### src/rtl/smem_pkg.sv
package smem_pkg;

  typedef enum logic [2:0] {
    S_IDLE    = 3'd0,
    S_DEVADR  = 3'd1,
    S_WORDADR = 3'd2,
    S_WRDATA  = 3'd3,
    S_RDDATA  = 3'd4,
    S_WAIT    = 3'd5
  } smem_st_e;

  localparam logic [3:0] TYPE_MAIN = 4'b1010;
  localparam logic [3:0] TYPE_ALT  = 4'b1011;
  localparam logic [3:0] TYPE_CFG  = 4'b1001;

  localparam logic [1:0] SPACE_MAIN = 2'd0;
  localparam logic [1:0] SPACE_ALT  = 2'd1;
  localparam logic [1:0] SPACE_CFG  = 2'd2;

  // {valid, space}
  function automatic logic [2:0] decode_type(input logic [3:0] code);
    case (code)
      TYPE_MAIN: decode_type = {1'b1, SPACE_MAIN};
      TYPE_ALT:  decode_type = {1'b1, SPACE_ALT};
      TYPE_CFG:  decode_type = {1'b1, SPACE_CFG};
      default:   decode_type = 3'b000;
    endcase
  endfunction

endpackage

### src/rtl/smem_sync.sv
module smem_sync #(
  parameter int   STAGES = 2,
  parameter logic INIT   = 1'b1
) (
  input  logic clk,
  input  logic rst,
  input  logic d,
  output logic q
);
  logic [STAGES-1:0] chain_q;

  always_ff @(posedge clk) begin
    if (rst) chain_q <= {STAGES{INIT}};
    else     chain_q <= {chain_q[STAGES-2:0], d};
  end

  assign q = chain_q[STAGES-1];
endmodule

### src/rtl/smem_line_events.sv
module smem_line_events #(
  parameter int STAGES = 2
) (
  input  logic clk,
  input  logic rst,
  input  logic scl_i,
  input  logic sda_i,
  output logic scl_s,
  output logic sda_s,
  output logic scl_rise,
  output logic scl_fall,
  output logic start_ev,
  output logic stop_ev
);
  localparam int NLINES = 2;

  logic [NLINES-1:0] raw_w;
  logic [NLINES-1:0] syn_w;
  logic [NLINES-1:0] prev_q;

  assign raw_w = {sda_i, scl_i};

  for (genvar g = 0; g < NLINES; g++) begin : g_line
    smem_sync #(.STAGES(STAGES), .INIT(1'b1)) sync_i (
      .clk (clk),
      .rst (rst),
      .d   (raw_w[g]),
      .q   (syn_w[g])
    );
  end

  always_ff @(posedge clk) begin
    if (rst) prev_q <= {NLINES{1'b1}};
    else     prev_q <= syn_w;
  end

  assign scl_s    = syn_w[0];
  assign sda_s    = syn_w[1];
  assign scl_rise = syn_w[0] & ~prev_q[0];
  assign scl_fall = ~syn_w[0] & prev_q[0];
  assign start_ev = syn_w[0] & prev_q[0] & prev_q[1] & ~syn_w[1];
  assign stop_ev  = syn_w[0] & prev_q[0] & ~prev_q[1] & syn_w[1];
endmodule

### src/rtl/serial_mem_slave.sv
module serial_mem_slave
  import smem_pkg::*;
#(
  parameter int DW          = 8,
  parameter int SYNC_STAGES = 2
) (
  input  logic          clk,
  input  logic          rst,
  input  logic          scl_i,
  input  logic          sda_i,
  output logic          sda_oe_o,
  input  logic [1:0]    bus_sel_i,
  input  logic          busy_i,
  output logic [1:0]    req_space_o,
  output logic [DW:0]   req_addr_o,
  output logic [DW-1:0] req_wdata_o,
  output logic          req_wr_o,
  output logic          req_rd_o,
  input  logic [DW-1:0] rd_data_i
);
  localparam int AW = DW + 1;
  localparam int CW = $clog2(DW + 1);
  localparam int IW = $clog2(DW);
  localparam logic [CW-1:0] CNT_FULL = CW'(DW);
  localparam logic [CW-1:0] CNT_ONE  = CW'(1);
  localparam logic [DW-1:0] LO_ONE   = DW'(1);

  logic scl_s, sda_s, scl_rise, scl_fall, start_ev, stop_ev;

  smem_line_events #(.STAGES(SYNC_STAGES)) ev_i (
    .clk      (clk),
    .rst      (rst),
    .scl_i    (scl_i),
    .sda_i    (sda_i),
    .scl_s    (scl_s),
    .sda_s    (sda_s),
    .scl_rise (scl_rise),
    .scl_fall (scl_fall),
    .start_ev (start_ev),
    .stop_ev  (stop_ev)
  );

  smem_st_e      st_q;
  logic [CW-1:0] cnt_q;
  logic          ack_ph_q;
  logic [DW-1:0] sh_q;
  logic [DW-1:0] rbyte_q;
  logic          ld_q;
  logic          rw_q;
  logic [AW-1:0] addr_q;
  logic [2:0]    type_dec;
  logic [IW-1:0] bidx;
  logic          dev_match;
  logic [DW-1:0] lo_next;

  assign type_dec  = decode_type(sh_q[DW-1:DW-4]);
  assign dev_match = type_dec[2] && (sh_q[3:2] == bus_sel_i) && !busy_i;
  assign bidx      = IW'(DW - 1) - cnt_q[IW-1:0];
  assign lo_next   = addr_q[DW-1:0] + LO_ONE;

  always_ff @(posedge clk) begin
    if (rst) begin
      st_q        <= S_IDLE;
      cnt_q       <= '0;
      ack_ph_q    <= 1'b0;
      sh_q        <= '0;
      rbyte_q     <= '0;
      ld_q        <= 1'b0;
      rw_q        <= 1'b0;
      addr_q      <= '0;
      sda_oe_o    <= 1'b0;
      req_space_o <= SPACE_MAIN;
      req_addr_o  <= '0;
      req_wdata_o <= '0;
      req_wr_o    <= 1'b0;
      req_rd_o    <= 1'b0;
    end else begin
      req_wr_o <= 1'b0;
      req_rd_o <= 1'b0;
      ld_q     <= req_rd_o;
      if (ld_q) rbyte_q <= rd_data_i;

      if (stop_ev) begin
        st_q     <= S_IDLE;
        sda_oe_o <= 1'b0;
        cnt_q    <= '0;
        ack_ph_q <= 1'b0;
      end else if (start_ev) begin
        st_q     <= S_DEVADR;
        sda_oe_o <= 1'b0;
        cnt_q    <= '0;
        ack_ph_q <= 1'b0;
      end else begin
        case (st_q)
          S_DEVADR, S_WORDADR, S_WRDATA: begin
            if (scl_rise && cnt_q != CNT_FULL) begin
              sh_q  <= {sh_q[DW-2:0], sda_s};
              cnt_q <= cnt_q + CNT_ONE;
            end else if (scl_fall && cnt_q == CNT_FULL && !ack_ph_q) begin
              ack_ph_q <= 1'b1;
              if (st_q == S_DEVADR) begin
                if (dev_match) begin
                  sda_oe_o       <= 1'b1;
                  req_space_o    <= type_dec[1:0];
                  rw_q           <= sh_q[0];
                  addr_q[AW-1]   <= sh_q[1];
                  if (sh_q[0]) begin
                    req_rd_o   <= 1'b1;
                    req_addr_o <= {sh_q[1], addr_q[DW-1:0]};
                  end
                end else begin
                  st_q <= S_WAIT;
                end
              end else if (st_q == S_WORDADR) begin
                sda_oe_o         <= 1'b1;
                addr_q[DW-1:0]   <= sh_q;
              end else begin
                sda_oe_o         <= 1'b1;
                req_wr_o         <= 1'b1;
                req_addr_o       <= addr_q;
                req_wdata_o      <= sh_q;
                addr_q[DW-1:0]   <= lo_next;
              end
            end else if (scl_fall && ack_ph_q) begin
              ack_ph_q <= 1'b0;
              cnt_q    <= '0;
              if (st_q == S_DEVADR && rw_q) begin
                st_q     <= S_RDDATA;
                sda_oe_o <= ~rbyte_q[DW-1];
              end else begin
                sda_oe_o <= 1'b0;
                if (st_q == S_DEVADR)       st_q <= S_WORDADR;
                else if (st_q == S_WORDADR) st_q <= S_WRDATA;
              end
            end
          end
          S_RDDATA: begin
            if (scl_rise) begin
              if (cnt_q == CNT_FULL) begin
                cnt_q <= '0;
                if (!sda_s) begin
                  addr_q[DW-1:0] <= lo_next;
                  req_rd_o       <= 1'b1;
                  req_addr_o     <= {addr_q[AW-1], lo_next};
                end else begin
                  st_q <= S_WAIT;
                end
              end else begin
                cnt_q <= cnt_q + CNT_ONE;
              end
            end else if (scl_fall) begin
              if (cnt_q == CNT_FULL) sda_oe_o <= 1'b0;
              else                   sda_oe_o <= ~rbyte_q[bidx];
            end
          end
          default: begin
            sda_oe_o <= 1'b0;
          end
        endcase
      end
    end
  end

  // Strobes are one-cycle pulses
  assert_pulse_wr_R5: assert property (@(posedge clk) disable iff (rst)
    req_wr_o |=> !req_wr_o);
  assert_pulse_rd_R6: assert property (@(posedge clk) disable iff (rst)
    req_rd_o |=> !req_rd_o);
  assert_strobe_excl_R10: assert property (@(posedge clk) disable iff (rst)
    !(req_wr_o && req_rd_o));
  // Data line moves only while the bus clock is low, except on framing events
  assert_sda_scl_low_R6: assert property (@(posedge clk) disable iff (rst)
    ($rose(sda_oe_o) || $fell(sda_oe_o)) |-> (!scl_s || $past(start_ev || stop_ev)));
  assert_stop_idle_R1: assert property (@(posedge clk) disable iff (rst)
    stop_ev |=> (st_q == S_IDLE && !sda_oe_o));
  assert_start_addr_R1: assert property (@(posedge clk) disable iff (rst)
    (start_ev && !stop_ev) |=> (st_q == S_DEVADR && cnt_q == '0));
  assert_busy_noack_R8: assert property (@(posedge clk) disable iff (rst)
    (st_q == S_DEVADR && busy_i && scl_fall && cnt_q == CNT_FULL && !ack_ph_q
     && !start_ev && !stop_ev) |=> (!sda_oe_o && !req_rd_o));
endmodule

### config.mk
export PLATFORM = sky130hd
export DESIGN_NAME = serial_mem_slave
export DESIGN_NICKNAME = d
export VERILOG_FILES = /design/src/rtl/smem_pkg.sv /design/src/rtl/smem_sync.sv /design/src/rtl/smem_line_events.sv /design/src/rtl/serial_mem_slave.sv
export SDC_FILE = /design/constraint.sdc
export NUM_CORES = 1
export LEC_CHECK = 0
export BUFFER_PORTS_ARGS = -buffer_cell sky130_fd_sc_hd__buf_2
export CELL_PAD_IN_SITES_DETAIL_PLACEMENT = 1
export CELL_PAD_IN_SITES_GLOBAL_PLACEMENT = 2
export CORE_MARGIN = 2
export CORE_UTILIZATION = 32
export DETAILED_ROUTE_END_ITERATION = 7
export PLACE_DENSITY = 0.75
export REMOVE_ABC_BUFFERS = 1
export SKIP_CTS_REPAIR_TIMING = 1
export SYNTH_ARGS = -nofsm -noshare
export SYNTH_HDL_FRONTEND = slang
export SYNTH_SLANG_ARGS = --single-unit
### constraint.sdc
create_clock -name clk -period 1.8 [get_ports clk]
set_clock_uncertainty 0.15 [all_clocks]
set_input_delay 0.18 -clock clk [delete_from_list [all_inputs] [get_ports clk]]
set_output_delay 0.18 -clock clk [all_outputs]
set_load 0.01 [all_outputs]
Word-level counts from Yosys, hierarchy flattened --
Cells that the tools add are included.
Operators by class: $add $sub $neg 3, $mul 0, div/mod/pow operators 0, order comparisons 1, eq/ne operators 37, shift operators 0, mux-type cells 62, bitwise gates (word level) 20, reductions and logical operators 26
Operator list (number):
- 2-to-1 mux 9 bit | 9
- 2-to-1 mux 8 bit | 7
- 2-to-1 mux 3 bit | 11
- AND reduction 9 bit | 3
- != test 3 bit (second input constant) | 8
- 2-to-1 mux 1 bit | 22
- 2-to-1 mux 4 bit | 5
- case mux 9 bit (2 select lines) | 1
- equality test 4 bit (second input constant) | 4
- != test 2 bit (second input constant) | 8
- case mux 8 bit (2 select lines) | 1
- AND reduction 7 bit | 2
- NOT 1 bit | 13
- != test 4 x 3 -> 1 bit (second input constant) | 3
- != test 4 bit (second input constant) | 3
- AND reduction 11 bit | 1
- != test 3 x 2 -> 1 bit (second input constant) | 3
- case mux 3 bit (3 select lines) | 1
- adder 8 x 1 -> 8 bit (second input constant) | 1
- case mux 4 bit (2 select lines) | 1
- AND reduction 4 bit | 2
- AND 1 bit | 7
- logical AND 1 bit | 7
- OR reduction 7 bit | 1
- other kinds (20) | 25
Word-level totals: register bits 63, bits in latches 0, memory bits (writable) 0, memory bits (read-only) 0, input port bits 15, output and inout bits 22, word-level logic and storage cells 168, memories 0

Logic depth before layout (Yosys ltp) --
depth after elaboration 10, mapped depth 8, gate-level depth less buffers 7

Modules after synthesis --
From an unflattened synthesis, not the netlist that was laid out.
Second synthesis, totals: cell total of the unflattened synthesis 343, area, all modules 3071.7 µm²
By module, submodules not included:
- serial_mem_slave | times used 1, cells an instance 327, area each 2881.5 µm², seq. area each 1141.1 µm²
- smem_sync | times used 2, cells an instance 4, area each 52.6 µm², seq. area each 40.0 µm²
- smem_line_events | times used 1, cells an instance 8, area each 85.1 µm², seq. area each 40.0 µm²

Least setup slack after synthesis --
OpenSTA, ideal clock, no wires.
path type register -> register, start point reg cnt_q[0], end point reg req_addr_o[8], setup time 0.087 ns, arrival 1.802 ns, required time 1.563 ns, setup slack -0.239 ns, cell stages (with the launch flop) 9, path buffers 1, cell sequence dfxtp_1 -> inv_1 -> ha_1 -> nor4bb_1 -> o22a_1 -> o211a_2 -> buf_2 -> nand2_1 -> a221oi_2
On the way: longest elaborated chain between the ends 5, elaborated cells between the ends (all ways) 9
Ends and longest elaborated chain:
- from (decl) | line serial_mem_slave.sv:44 | logic [CW-1:0] cnt_q;
- from (signal assigned) | line serial_mem_slave.sv:98 | cnt_q <= cnt_q + CNT_ONE;
- from (signal assigned) | line serial_mem_slave.sv:149 | cnt_q <= cnt_q + CNT_ONE;
- equality test 4 bit | line serial_mem_slave.sv:99, serial_mem_slave.sv:139
- logical AND 1 bit (2 in a row) | line serial_mem_slave.sv:99 | end else if (scl_fall && cnt_q == CNT_FULL && !ack_ph_q) begin
- != test 2 bit (no source line)
- AND reduction 11 bit (no source line) *
- to (signal assigned) | line serial_mem_slave.sv:109 | req_addr_o <= {sh_q[1], addr_q[DW-1:0]};
- to (signal assigned) | line serial_mem_slave.sv:120 | req_addr_o <= addr_q;
- to (signal assigned) | line serial_mem_slave.sv:144 | req_addr_o <= {addr_q[AW-1], lo_next};
- to (decl) | line serial_mem_slave.sv:15 | output logic [DW:0] req_addr_o,
Mark *: on every way between the ends. The rest lies on a longest branch, timed or not. A chain may end at the register's enable or synchronous reset.

Worst setup path after layout --
start point reg cnt_q[1], end point reg req_wdata_o[2]
On the way: longest elaborated chain between the ends 4, elaborated cells between the ends (all ways) 7
Ends and longest elaborated chain:
- equality test 4 bit or != test 4 bit (tied branches) | line serial_mem_slave.sv:99, serial_mem_slave.sv:96
- logical AND 1 bit (on tied branches) | line serial_mem_slave.sv:99, serial_mem_slave.sv:96
- logical AND 1 bit or NOT 1 bit (tied branches)
- AND reduction 7 bit (no source line) *
- to (signal assigned) | line serial_mem_slave.sv:121 | req_wdata_o <= sh_q;
- to (decl) | line serial_mem_slave.sv:16 | output logic [DW-1:0] req_wdata_o,
Marks and branches as above.

==> metrics.md <==
| Metric | Value |
|---|---|
| Crit path kind | `flip-flop to flip-flop` |
| TritonCTS buffer count | `9` |
| Area share of the largest cell type after synthesis | `approximately two fifths` |
| Area leader, netlist | `dfxtp_1` |
| Crit start category | `flip-flop` |
| Final hold viol count | `0` |
| Final #Nets | `between 400 and 500` |
| Pwr dens | `about 720 mW/mm2` |
| Worst vdd ir | `between 0.0004 and 0.0005 V` |
| Final Non-Filler Cells | `a little under 600` |
| Dpl ws | `-0.4340 ns` |
| Leakage | `roughly 1.8 nW` |
| # IOs | `37` |
| Period utilization | `116.5%` |
| Avg Cell Area, Syn | `around 9 um2` |
| Initial Utilization | `about a third` |
| Final ANT Viol Nets | `0` |
| Failing checks | `negative setup slack` |
| First-pass GRT wire length | `about 14000 um` |
| Critical Path RT | `1.87 ns` |
| Rel. slew slack | `between 60% and 70%` |
| Placed cells | `548` |
| Routed WL | `~9500 um` |
| Final setup vio count | `37` |
| Max cap viols | `0` |
| Psw | `~960 uW` |
| Max-slew violations | `0` |
| Final min period | `2.096 ns` |
| Fmax | `approximately 480 MHz` |
| N_diodes | `0` |
| Worst hold stages | `3` |
| Switching share of power | `29.93%` |
| Area of the core | `about 0.0093 mm2` |
| Vias | `roughly 2900` |
| Worst-path clk slew | `0.08 ns` |
| Gpl congestion | `just under 0.9` |
| Critical path peak fanout | `4` |
| Sequential share of the synthesized area | `around 40%` |
| Comb pwr share | `21.0%` |
| Asr flop ratio synth | `0%` |
| Worst Tran Pin Value | `0.5269 ns` |
| Initial antenna violation count | `0` |
| Critical Path End Type | `flip-flop` |
| Status | `finished with violations` |
| Final WS setup | `-0.2963 ns` |
| Top FF cell, synth | `dfxtp_1` |
| Top area cells in the synthesized netlist | `dfxtp_1, mux2i_1, nor2_1, a21oi_1, a211oi_2` |
| Gr ovfl total | `0` |
| Overall Power | `roughly 3.2 mW` |
| Clk_lat worst skew | `0.34 ns` |
| Seq pwr share | `between 40% and 50%` |
| Most frequent cells in the layout | `buf_4, dfxtp_1, nor2_1` |
| Synth Register Bits | `63` |
| Total GRT Usage | `17.82%` |
| Vias in the first global route | `~2800` |
| H-tree levels | `3` |
| CTS tree | `done` |
| Detailed Place HPWL | `6448 um` |
| Vias/cell | `~5.0` |
| Clk buf depth | `2` |
| Post-synth EDFFs | `0` |
| FF-to-FF path depth | `10` |
| Std cell rows | `35` |
| Synth cell types | `between 50 and 60` |
| Synth-to-Final Area Change | `43.75%` |
| RSZ-0062 raised after global routing | `yes` |
| Detailed router's first-iteration violation count | `80` |
| Most common cell after layout, fill and taps aside | `buf_4` |
| Drc violations | `0` |
| Synthesized area | `~0.0031 mm2` |
| Largest net degree at the start of global routing | `45` |
| Die Ht | `between 100 and 150 um` |
| Min-delay worst type | `input port to flip-flop` |
| Yosys warns | `0` |
| Gate Count Post-Synth | `around 330` |
| WL/cell | `approximately 16 um` |
| Die Area | `about 0.010 mm2` |
| # port buffers | `36` |
| Clock network power share | `roughly a third` |
| Share of post-route cells with drive strength above 1 | `between 40% and 50%` |
| Int Pwr | `2.242 mW` |
| Hold slack | `0.1562 ns` |
| Router iterations before antenna repair | `4` |
| Root buffer cell | `clkbuf_8` |
| CTS Sinks | `63` |
| CP Data Arrival Time | `2.16 ns` |
| Chip width | `between 100 and 150 um` |
| Filler cells | `around 1100` |
power by group through the flow:
stage          Combinational, mW  Sequential (mW)  Clock (mW)
2_1_floorplan              0.227             1.47           0
3_3_place_gp               0.537             1.47           0
3_5_place_dp               0.544             1.47           0
4_1_cts                    0.548             1.43        1.12
5_1_grt                    0.723             1.45        1.18
6_report                   0.672             1.44        1.08
final cells by class:
| cell class | instances | area (um2) | share of cell area, % |
|---|---|---|---|
| Multi-Input combinational cell | 242 | 1869 | 42.30 |
| Inverter | 8 | 30.03 | 0.6795 |
| Timing Repair Buffer | 124 | 922.1 | 20.87 |
| Clock buffer | 10 | 127.6 | 2.888 |
| Clock inverter | 6 | 37.54 | 0.8494 |
| Sequential cell | 63 | 1271 | 28.77 |
| Tap cell | 129 | 161.4 | 3.652 |
through the flow:
step	utilization, %	instance area [um2]	TNS, ns
floorplan	-	2968	-6.852
global placement	41.71	3872	-7.814
detailed placement	41.71	3872	-10.16
CTS	43.49	4038	-10.88
global route	47.60	4419	-11.23
finish	47.60	4419	-5.957
cell usage after synthesis, types with 6 or more instances:
library cell  count
o21ai_0          14
or2_2             7
xnor2_1           9
a21oi_1          28
inv_1             8
nand3_1           6
nor2_1           44
mux2i_1          33
a211oi_2          8
dfxtp_1          63
nor3_1            6
clkbuf_1         10
nand2_1          17
logic make-up after synthesis:
| family | after synthesis | share of synthesized area, % |
|---|---|---|
| and+or+nand+nor | 114 | 19.62 |
| AOI/OAI and AO/OA | 76 | 17.34 |
| DFF | 63 | 41.03 |
| muxes | 37 | 12.94 |
| buffers and inverters | 28 | 4.437 |
| xor gates and xnor gates | 12 | 3.419 |
| adders and majority gates | 3 | 1.221 |
sequential cells by signal, summed over array words and instances (netlist names), 3 cells and up:
signal and count:
addr_q 9, req_wdata_o 8, sh_q 8, st_q 3, req_addr_o 9, rbyte_q 8, cnt_q 4, ev_i.g_line.sync_i.chain_q 4
worst max-delay path, stage by stage, from the launching register on:
cell	delay (ns)
dfxtp_2	0.33
inv_2	0.06
ha_4	0.13
nand3b_1	0.12
buf_4	0.17
nor3_4	0.21
buf_6	0.13
nand4b_1	0.21
buf_4	0.25
mux2i_1	0.14
nor2_1	0.07
routing by layer:
metal  GRT usage, %  up-vias  share of wire, %
li1               -     1421                 -
met1          24.06     1396                46
met2          28.74       52                49
met3          3.830       15               3.0
met4          5.231        0               2.0
met5              0        -                 0
path summary, 6_finish.rpt:
check	startpoint	to	slack, ns
max	cnt_q[1]	req_wdata_o[2]	-0.30
min	rst	rbyte_q[1]	0.16
max reg2reg	cnt_q[1]	req_wdata_o[2]	-0.30
min reg2reg	ev_i.g_line[0].sync_i.chain_q[0]	ev_i.g_line[0].sync_i.chain_q[1]	0.26
Note: power is estimated with default switching activity, not from simulation.
